--- src/rtl/rtc_pkg.sv ---
package rtc_pkg;
    typedef enum logic [0:0] {
        ST_OFF = 1'b0,
        ST_RUN = 1'b1
    } rtc_state_e;

    localparam int CTL_W    = 4;
    localparam int CTL_RUN  = 0;
    localparam int CTL_XTAL = 1;
    localparam int CTL_IRQ  = 2;
    localparam int CTL_WAKE = 3;
endpackage

--- src/rtl/rtc_src_sel.sv ---
module rtc_src_sel (
    input  logic clk,
    input  logic por_n,
    input  logic sel_xtal,
    input  logic xtal_is_cpu,
    input  logic cpu_tick,
    input  logic xtal_tick,
    output logic tick_o
);
    logic use_xtal;

    // The crystal may only be used when it is not already the CPU clock.
    always_comb begin
        use_xtal = sel_xtal && !xtal_is_cpu;
        tick_o   = use_xtal ? xtal_tick : cpu_tick;
    end


    fallback_cpu_chk: assert property (@(posedge clk) disable iff (!por_n)
        xtal_is_cpu |-> (tick_o == cpu_tick));
endmodule

--- src/rtl/rtc_prescaler.sv ---
module rtc_prescaler #(
    parameter int PRE_W = 7
) (
    input  logic clk,
    input  logic por_n,
    input  logic run,
    input  logic tick,
    input  logic load,
    output logic wrap_o
);
    localparam logic [PRE_W-1:0] PRE_TOP = '1;

    logic [PRE_W-1:0] pre_q;

    always_ff @(posedge clk or negedge por_n) begin
        if (!por_n) begin
            pre_q <= PRE_TOP;
        end else if (load) begin
            pre_q <= PRE_TOP;
        end else if (run && tick) begin
            pre_q <= pre_q - 1'b1;
        end
    end

    assign wrap_o = run && tick && (pre_q == '0);


    pre_idle_chk: assert property (@(posedge clk) disable iff (!por_n)
        (!run && !load) |=> $stable(pre_q));
endmodule

--- src/rtl/rtc_downcnt.sv ---
module rtc_downcnt #(
    parameter int CNT_W = 16
) (
    input  logic             clk,
    input  logic             por_n,
    input  logic             step,
    input  logic             direct_load,
    input  logic             reload_we,
    input  logic [CNT_W-1:0] reload_wdata,
    output logic [CNT_W-1:0] cnt_o,
    output logic             underflow_o
);
    logic [CNT_W-1:0] cnt_q;
    logic [CNT_W-1:0] reload_q;

    always_ff @(posedge clk or negedge por_n) begin
        if (!por_n) begin
            reload_q <= '0;
        end else if (reload_we) begin
            reload_q <= reload_wdata;
        end
    end

    always_ff @(posedge clk or negedge por_n) begin
        if (!por_n) begin
            cnt_q <= '0;
        end else if (direct_load) begin
            cnt_q <= reload_wdata;
        end else if (step) begin
            cnt_q <= (cnt_q == '0) ? reload_q : cnt_q - 1'b1;
        end
    end

    assign cnt_o       = cnt_q;
    assign underflow_o = step && (cnt_q == '0);


    step_cause_chk: assert property (@(posedge clk) disable iff (!por_n)
        !$stable(cnt_q) |-> $past(step || direct_load));


    reload_value_chk: assert property (@(posedge clk) disable iff (!por_n)
        underflow_o |=> (cnt_q == $past(reload_q)));
endmodule

--- src/rtl/rtc_tick_timer.sv ---
module rtc_tick_timer
    import rtc_pkg::*;
#(
    parameter int PRE_W = 7,
    parameter int CNT_W = 16
) (
    input  logic             clk,
    input  logic             por_n,
    input  logic             sys_rst_n,
    input  logic             cpu_tick,
    input  logic             xtal_tick,
    input  logic             xtal_is_cpu,
    input  logic             ctl_we,
    input  logic [CTL_W-1:0] ctl_wdata,
    input  logic             reload_we,
    input  logic [CNT_W-1:0] reload_wdata,
    input  logic             flag_clr,
    output logic [CNT_W-1:0] count_o,
    output logic             flag_o,
    output logic             irq_o,
    output logic             wake_o
);
    rtc_state_e state_q, state_d;
    logic       sel_xtal_q, irq_en_q, wake_en_q;
    logic       flag_q;
    logic       running, direct_load, tick_sel, wrap, underflow;

    // State register
    always_ff @(posedge clk or negedge por_n) begin
        if (!por_n) begin
            state_q <= ST_OFF;
        end else begin
            state_q <= state_d;
        end
    end

    // Next-state decision: start / stop on control writes
    always_comb begin
        state_d = state_q;
        unique case (state_q)
            ST_OFF: if (ctl_we &&  ctl_wdata[CTL_RUN]) state_d = ST_RUN;
            ST_RUN: if (ctl_we && !ctl_wdata[CTL_RUN]) state_d = ST_OFF;
            default: state_d = ST_OFF;
        endcase
    end

    // State-derived controls
    always_comb begin
        running     = 1'b0;
        direct_load = 1'b0;
        unique case (state_q)
            ST_OFF: direct_load = reload_we;
            ST_RUN: running     = 1'b1;
            default: running    = 1'b0;
        endcase
    end

    // Configuration bits
    always_ff @(posedge clk or negedge por_n) begin
        if (!por_n) begin
            sel_xtal_q <= 1'b0;
            irq_en_q   <= 1'b0;
            wake_en_q  <= 1'b0;
        end else if (ctl_we) begin
            sel_xtal_q <= ctl_wdata[CTL_XTAL];
            irq_en_q   <= ctl_wdata[CTL_IRQ];
            wake_en_q  <= ctl_wdata[CTL_WAKE];
        end
    end

    rtc_src_sel u_src (
        .clk         (clk),
        .por_n       (por_n),
        .sel_xtal    (sel_xtal_q),
        .xtal_is_cpu (xtal_is_cpu),
        .cpu_tick    (cpu_tick),
        .xtal_tick   (xtal_tick),
        .tick_o      (tick_sel)
    );

    rtc_prescaler #(.PRE_W(PRE_W)) u_pre (
        .clk    (clk),
        .por_n  (por_n),
        .run    (running),
        .tick   (tick_sel),
        .load   (direct_load),
        .wrap_o (wrap)
    );

    rtc_downcnt #(.CNT_W(CNT_W)) u_cnt (
        .clk          (clk),
        .por_n        (por_n),
        .step         (wrap),
        .direct_load  (direct_load),
        .reload_we    (reload_we),
        .reload_wdata (reload_wdata),
        .cnt_o        (count_o),
        .underflow_o  (underflow)
    );

    // Event flag: a reload event wins over a clear
    always_ff @(posedge clk or negedge por_n) begin
        if (!por_n) begin
            flag_q <= 1'b0;
        end else if (underflow) begin
            flag_q <= 1'b1;
        end else if (flag_clr) begin
            flag_q <= 1'b0;
        end
    end

    // Outputs
    always_comb begin
        flag_o = flag_q;
        irq_o  = flag_q && irq_en_q;
        wake_o = flag_q && wake_en_q;
    end


    flag_hold_chk: assert property (@(posedge clk) disable iff (!por_n)
        (flag_q && !flag_clr) |=> flag_q);


    flag_set_chk: assert property (@(posedge clk) disable iff (!por_n)
        underflow |=> flag_q);


    off_freeze_chk: assert property (@(posedge clk) disable iff (!por_n)
        (state_q == ST_OFF && !reload_we) |=> $stable(count_o));


    start_chk: assert property (@(posedge clk) disable iff (!por_n)
        (ctl_we && ctl_wdata[CTL_RUN]) |=> (state_q == ST_RUN));


    sysrst_ignore_chk: assert property (@(posedge clk) disable iff (!por_n)
        (!sys_rst_n && flag_q && !flag_clr) |=> flag_o);
endmodule

--- config.mk ---
export PLATFORM = sky130hd
export DESIGN_NAME = rtc_tick_timer
export DESIGN_NICKNAME = d
export VERILOG_FILES = /design/src/rtl/rtc_pkg.sv /design/src/rtl/rtc_src_sel.sv /design/src/rtl/rtc_prescaler.sv /design/src/rtl/rtc_downcnt.sv /design/src/rtl/rtc_tick_timer.sv
export SDC_FILE = /design/constraint.sdc
export NUM_CORES = 1
export LEC_CHECK = 0
export BUFFER_PORTS_ARGS = -buffer_cell sky130_fd_sc_hd__buf_2
export CORE_ASPECT_RATIO = 0.8
export CORE_UTILIZATION = 59
export DETAILED_ROUTE_END_ITERATION = 16
export PLACE_DENSITY = 0.86
export RECOVER_POWER = 25
export SLEW_MARGIN = 20
export SYNTH_ARGS = -nofsm -noshare
export SYNTH_HDL_FRONTEND = slang
export SYNTH_SLANG_ARGS = --single-unit
--- constraint.sdc ---
create_clock -name clk -period 5.85 [get_ports clk]
set_clock_uncertainty 0.2 [all_clocks]
set_input_delay 0.8775 -clock clk [delete_from_list [all_inputs] [get_ports clk]]
set_output_delay 0.8775 -clock clk [all_outputs]
set_load 0.01 [all_outputs]
Word-level counts from Yosys, hierarchy flattened:

Cells that the tools add are included.

* $add $sub $neg: 2
* muxes and demuxes: 13
* bitwise logic cells: 1
* reductions and logical operators: 15

Operators by type and width (count)
* $mux W16: 3
* $logic_not A16 Y1: 1
* $sub A16 B1 Y16 const B: 1
* $mux W7: 2
* $logic_and A1 B1 Y1: 8
* $logic_not A7 Y1: 1
* $mux W1: 7
* $sub A7 B1 Y7 const B: 1
* $reduce_bool A2 Y1: 3
* $logic_not A1 Y1: 2
* $pmux W1 S2: 1
* $not A1 Y1: 1

* bits in registers: 44
* input bits: 29
* output and inout bits: 19
* logic and storage cells: 39

Depth between registers and ports, before layout:

* depth after elaboration: 7
* depth in mapped cells: 8
* gate-level depth less buffers: 7

Cells and area by module:

A second synthesis with hierarchy kept.

* cell total of the unflattened synthesis: 237
* area total of the unflattened synthesis: 2434.8 um2

Modules (own cells, without submodules)
* rtc_downcnt: instances 1, cells each 185, area an instance 1826.8 um2
* rtc_prescaler: instances 1, cells each 36, area an instance 386.6 um2
* rtc_tick_timer: instances 1, cells each 14, area an instance 200.2 um2
* rtc_src_sel: instances 1, cells each 2, area an instance 21.3 um2

Worst setup path before layout:

Ideal clock, no wire load.

* path kind: input to register
* start point: input port reload_we
* end point: register u_cnt.cnt_q[11] (netlist: u_cnt.cnt_o[11])
* library setup time: 0.066 ns
* data arrival time: 2.033 ns
* data required time: 5.584 ns
* setup slack: 3.551 ns
* stages on the path: 7
* buffers on the path: 3
* path through: buf_2 > nor2b_1 > clkbuf_1 > clkbuf_1 > nor2_1 > o21ai_1 > o311a_1

* cells in the longest elaborated chain, start to end: 2

Ends and longest elaborated chain
* from (decl): line rtc_tick_timer.sv:15 `input logic reload_we,`
* $mux W1 (*): line rtc_tick_timer.sv:51 `unique case (state_q)`
* $mux W16 / $reduce_bool A2 Y1 (equally long branches)
* to (signal assigned): line rtc_downcnt.sv:28 `cnt_q <= reload_wdata;`
* to (signal assigned): line rtc_downcnt.sv:30 `cnt_q <= (cnt_q == '0) ? reload_q : cnt_q - 1'b1;`
* to (decl): line rtc_downcnt.sv:13 `logic [CNT_W-1:0] cnt_q;`

Every way passes the cells marked *; elsewhere a longest branch is shown, timed or not.
A chain may end at the register's enable or synchronous reset.

Worst setup path in the final report:

* start point: register u_cnt.cnt_q[9] (netlist: u_cnt.cnt_o[9])
* end point: register u_cnt.cnt_q[3] (netlist: u_cnt.cnt_o[3])

* cells in the longest elaborated chain, start to end: 4

Ends and longest elaborated chain
* $logic_not A16 Y1: line rtc_downcnt.sv:30
* $mux W16: line rtc_downcnt.sv:30
* $mux W16: line rtc_downcnt.sv:29 `end else if (step) begin`
* $mux W16: line rtc_downcnt.sv:27 `end else if (direct_load) begin`

Every way passes these cells. The select of a mux whose other input is x is not followed.

==> results.sh <==
export IMPL_rsz0062_at_grt="no"
export IMPL_synthesis_nets=259
export IMPL_combPwrFrac=0.226
export IMPL_synth_fa_ha_area_frac=0.0208
export IMPL_cp_end_kind="flop"
export IMPL_grt_pass1_vias=1744
export IMPL_die_x_um=73.5
export IMPL_period_needed_ns=2.83
export IMPL_p_switching_w=0.000233
export IMPL_drt_iter0_drc=123
export IMPL_p_int_w=0.000528
export IMPL_grt_ovfl_total=0
export IMPL_cts_made_buffers=5
export IMPL_async_flop_share=1.00
export IMPL_cts_resized=0
export IMPL_routed_via_density=5.91
export IMPL_ant_nets=0
export IMPL_power_density_mw_per_mm2=278
export IMPL_critPathTopFamily="simple AND/OR/NAND/NOR gates"
export IMPL_worst_path_max_delay_cell="nand4_1"
export IMPL_setup_viol=0
export IMPL_yosys_cell_types_count=53
export IMPL_area_delta_synth_final_pct=13.7
export IMPL_hold_buffers=0
export IMPL_dp_final_hpwl_um=3480
export IMPL_synth_xor_area_frac=0.0472
export IMPL_via_count=1921
export IMPL_synthesis_area_mm2=0.00241
export IMPL_fill_cells=318
export IMPL_required_ns=5.89
export IMPL_synthesis_instances=226
export IMPL_start_util=0.625
export IMPL_dr_pass1_iters=4
export IMPL_violations="max-capacitance violations, max-slew violations"
export IMPL_setup_ws_ns=3.02
export IMPL_drv_cap=1
export IMPL_crit_chain="nor4_1 > nand4_1 > and3_1 > nor3_1 > a221o_1"
export IMPL_grt_pass1_wl_um=8020
export IMPL_root_buffer="clkbuf_8"
export IMPL_synth_top_family_by_area="simple AND/OR/NAND/NOR gates"
export IMPL_synth_seq_area_share=0.461
export IMPL_finalNetCount=302
export IMPL_clock_sinks=44
export IMPL_worstHoldPathType="reg2reg"
export IMPL_rows=20
export IMPL_drive_gt1_frac=0.330
export IMPL_tightestPinTransition_ns=2.30
export IMPL_wirelength_um=4950
export IMPL_ys_warn_count=0
export IMPL_holdWs_ns=0.312
export IMPL_finalHoldViolCount=0
export IMPL_fin_cells=325
export IMPL_crit_path_max_fanout=22
export IMPL_clock_power_share=0.254
export IMPL_yosys_area_share_simple=0.201
export IMPL_grt_start_max_net_pins=45
export IMPL_tritoncts="yes"
export IMPL_min_period_over_period=0.484
export IMPL_path_buf_inv=0
export IMPL_synth_edff_count=0
export IMPL_cp_start_kind="flop"
export IMPL_synthFlopType="dfrtp_1"
export IMPL_synth_mux_area_frac=0.0981
export IMPL_syn_area_per_cell_um2=10.7
export IMPL_gp_congestion=0.793
export IMPL_p_leak_nw=1.15
export IMPL_max_freq_mhz=354
export IMPL_final_common_cell="buf_2"
export IMPL_placed_cell_area_mm2=0.00265
export IMPL_worst_path_largest_cell_delay_ns=0.84
export IMPL_dieArea_mm2=0.00435
export IMPL_clock_latency_ns=0.30
export IMPL_antenna_found_initial=0
export IMPL_cp_arrival_ns=2.87
export IMPL_die_height_um=59.2
export IMPL_seqPwrFrac=0.520
export IMPL_route_detailed_drc=0
export IMPL_design_area_mm2=0.00274
export IMPL_outcome="complete, but fails checks"
export IMPL_ctsHtreeMaxLevel=2
export IMPL_mostFrequentLayoutCells="buf_2 (43), dfrtp_1 (37), nor2_1 (25)"
export IMPL_dpl_cell_count=317
export IMPL_port_buffers=46
export IMPL_drv_slew=45
export IMPL_core_mm2=0.00385
export IMPL_synth_compound_area_share=0.137
export IMPL_tns_ns=0
export IMPL_clk_path_buf_depth=2
export IMPL_ioPinCount=48
export IMPL_slew_headroom=-0.532
export IMPL_switching_share=0.307
export IMPL_critPathKind="reg2reg"
export IMPL_post_cts_buffers=0
export IMPL_diodes=0
export IMPL_peakVddDrop_v=0.000180
export IMPL_cts_reportedPaths_clkPinSlew_ns=0.08
export IMPL_pre_cts_slack_ns=3.06
export IMPL_ys_ff_latch=44
export IMPL_grt_total_usage=0.249
export IMPL_wl_per_cell_um=15.2
metrics by stage:
| step | total power, W | util |
|---|---|---|
| floorplan | 0.000513 | - |
| detailed placement | 0.000572 | 0.689 |
| CTS | 0.000765 | 0.712 |
| global route | 0.000804 | 0.711 |
| global placement | 0.000566 | 0.689 |
| finish | 0.000761 | 0.711 |
synthesized netlist by cell type, types with 5 or more instances:
master,instances,share of area
a211oi_1,8,0.025
a221o_1,8,0.033
clkbuf_1,5,0.0078
dfrtp_1,37,0.38
dfstp_2,7,0.076
inv_1,6,0.0093
mux2_2,20,0.093
nand2_1,14,0.022
nor2_1,25,0.039
nor3_1,9,0.019
xnor2_1,7,0.025
xor2_1,6,0.022
worst register-to-register path: stages, from the launching register on:
cell and delay [ns]:
dfrtp_1 0.44, nor4_1 0.52, nand4_1 0.84, and3_1 0.44
nor3_1 0.19, a221o_1 0.13
path summary, 6_finish.rpt:
path	from	to	slack (ns)	depth (start not counted)
worst min-delay path	u_pre.pre_q[1]	u_pre.pre_q[1]	0.31	2
max in group asynchronous	por_n	u_cnt.cnt_o[13]	3.09	1
worst max register to register	u_cnt.cnt_o[9]	u_cnt.cnt_o[3]	3.02	5
worst max-delay path	u_cnt.cnt_o[9]	u_cnt.cnt_o[3]	3.02	5
min in group asynchronous	por_n	u_cnt.reload_q[2]	1.07	1
worst min register to register	u_pre.pre_q[1]	u_pre.pre_q[1]	0.31	2
power groups by stage:
stage / clock [W] / sequential [W] / combinational (W)
detailed placement: 0 / 0.000401 / 0.000171
global placement: 0 / 0.000399 / 0.000167
CTS: 0.000198 / 0.000395 / 0.000172
finish: 0.000194 / 0.000396 / 0.000172
floorplan: 0 / 0.000398 / 0.000115
global route: 0.000212 / 0.000403 / 0.000189
state kept, by name, indices dropped and copies added (netlist names), named ones only:
| name | flops |
|---|---|
| u_cnt.reload_q | 16 |
| u_cnt.cnt_o | 16 |
| sel_xtal_q | 1 |
| flag_o | 1 |
| irq_en_q | 1 |
| u_pre.pre_q | 7 |
| wake_en_q | 1 |
logic make-up (layout without fill, tap and decap cells):
family	Yosys count	in the layout
simple gates	85	85
mux	21	21
fa+ha+maj	4	4
flops	44	44
compound gates	42	42
xor+xnor	13	13
buf+inv	17	61
layout make-up:
type,count,area [um^2],area share
Multi-Input combinational cell,165,1210,0.443
Sequential cell,44,1110,0.405
Timing Repair Buffer,47,234,0.0854
Clock buffer,8,90.1,0.0329
Tap cell,55,68.8,0.0251
Inverter,6,22.5,0.00822
layer usage:
metal  wire length, um  GRT usage
met2              2210      0.362
met1              2430      0.358
met5                 0          0
met4                53      0.110
met3               252     0.0578
Power figures use the tool's default switching activity.
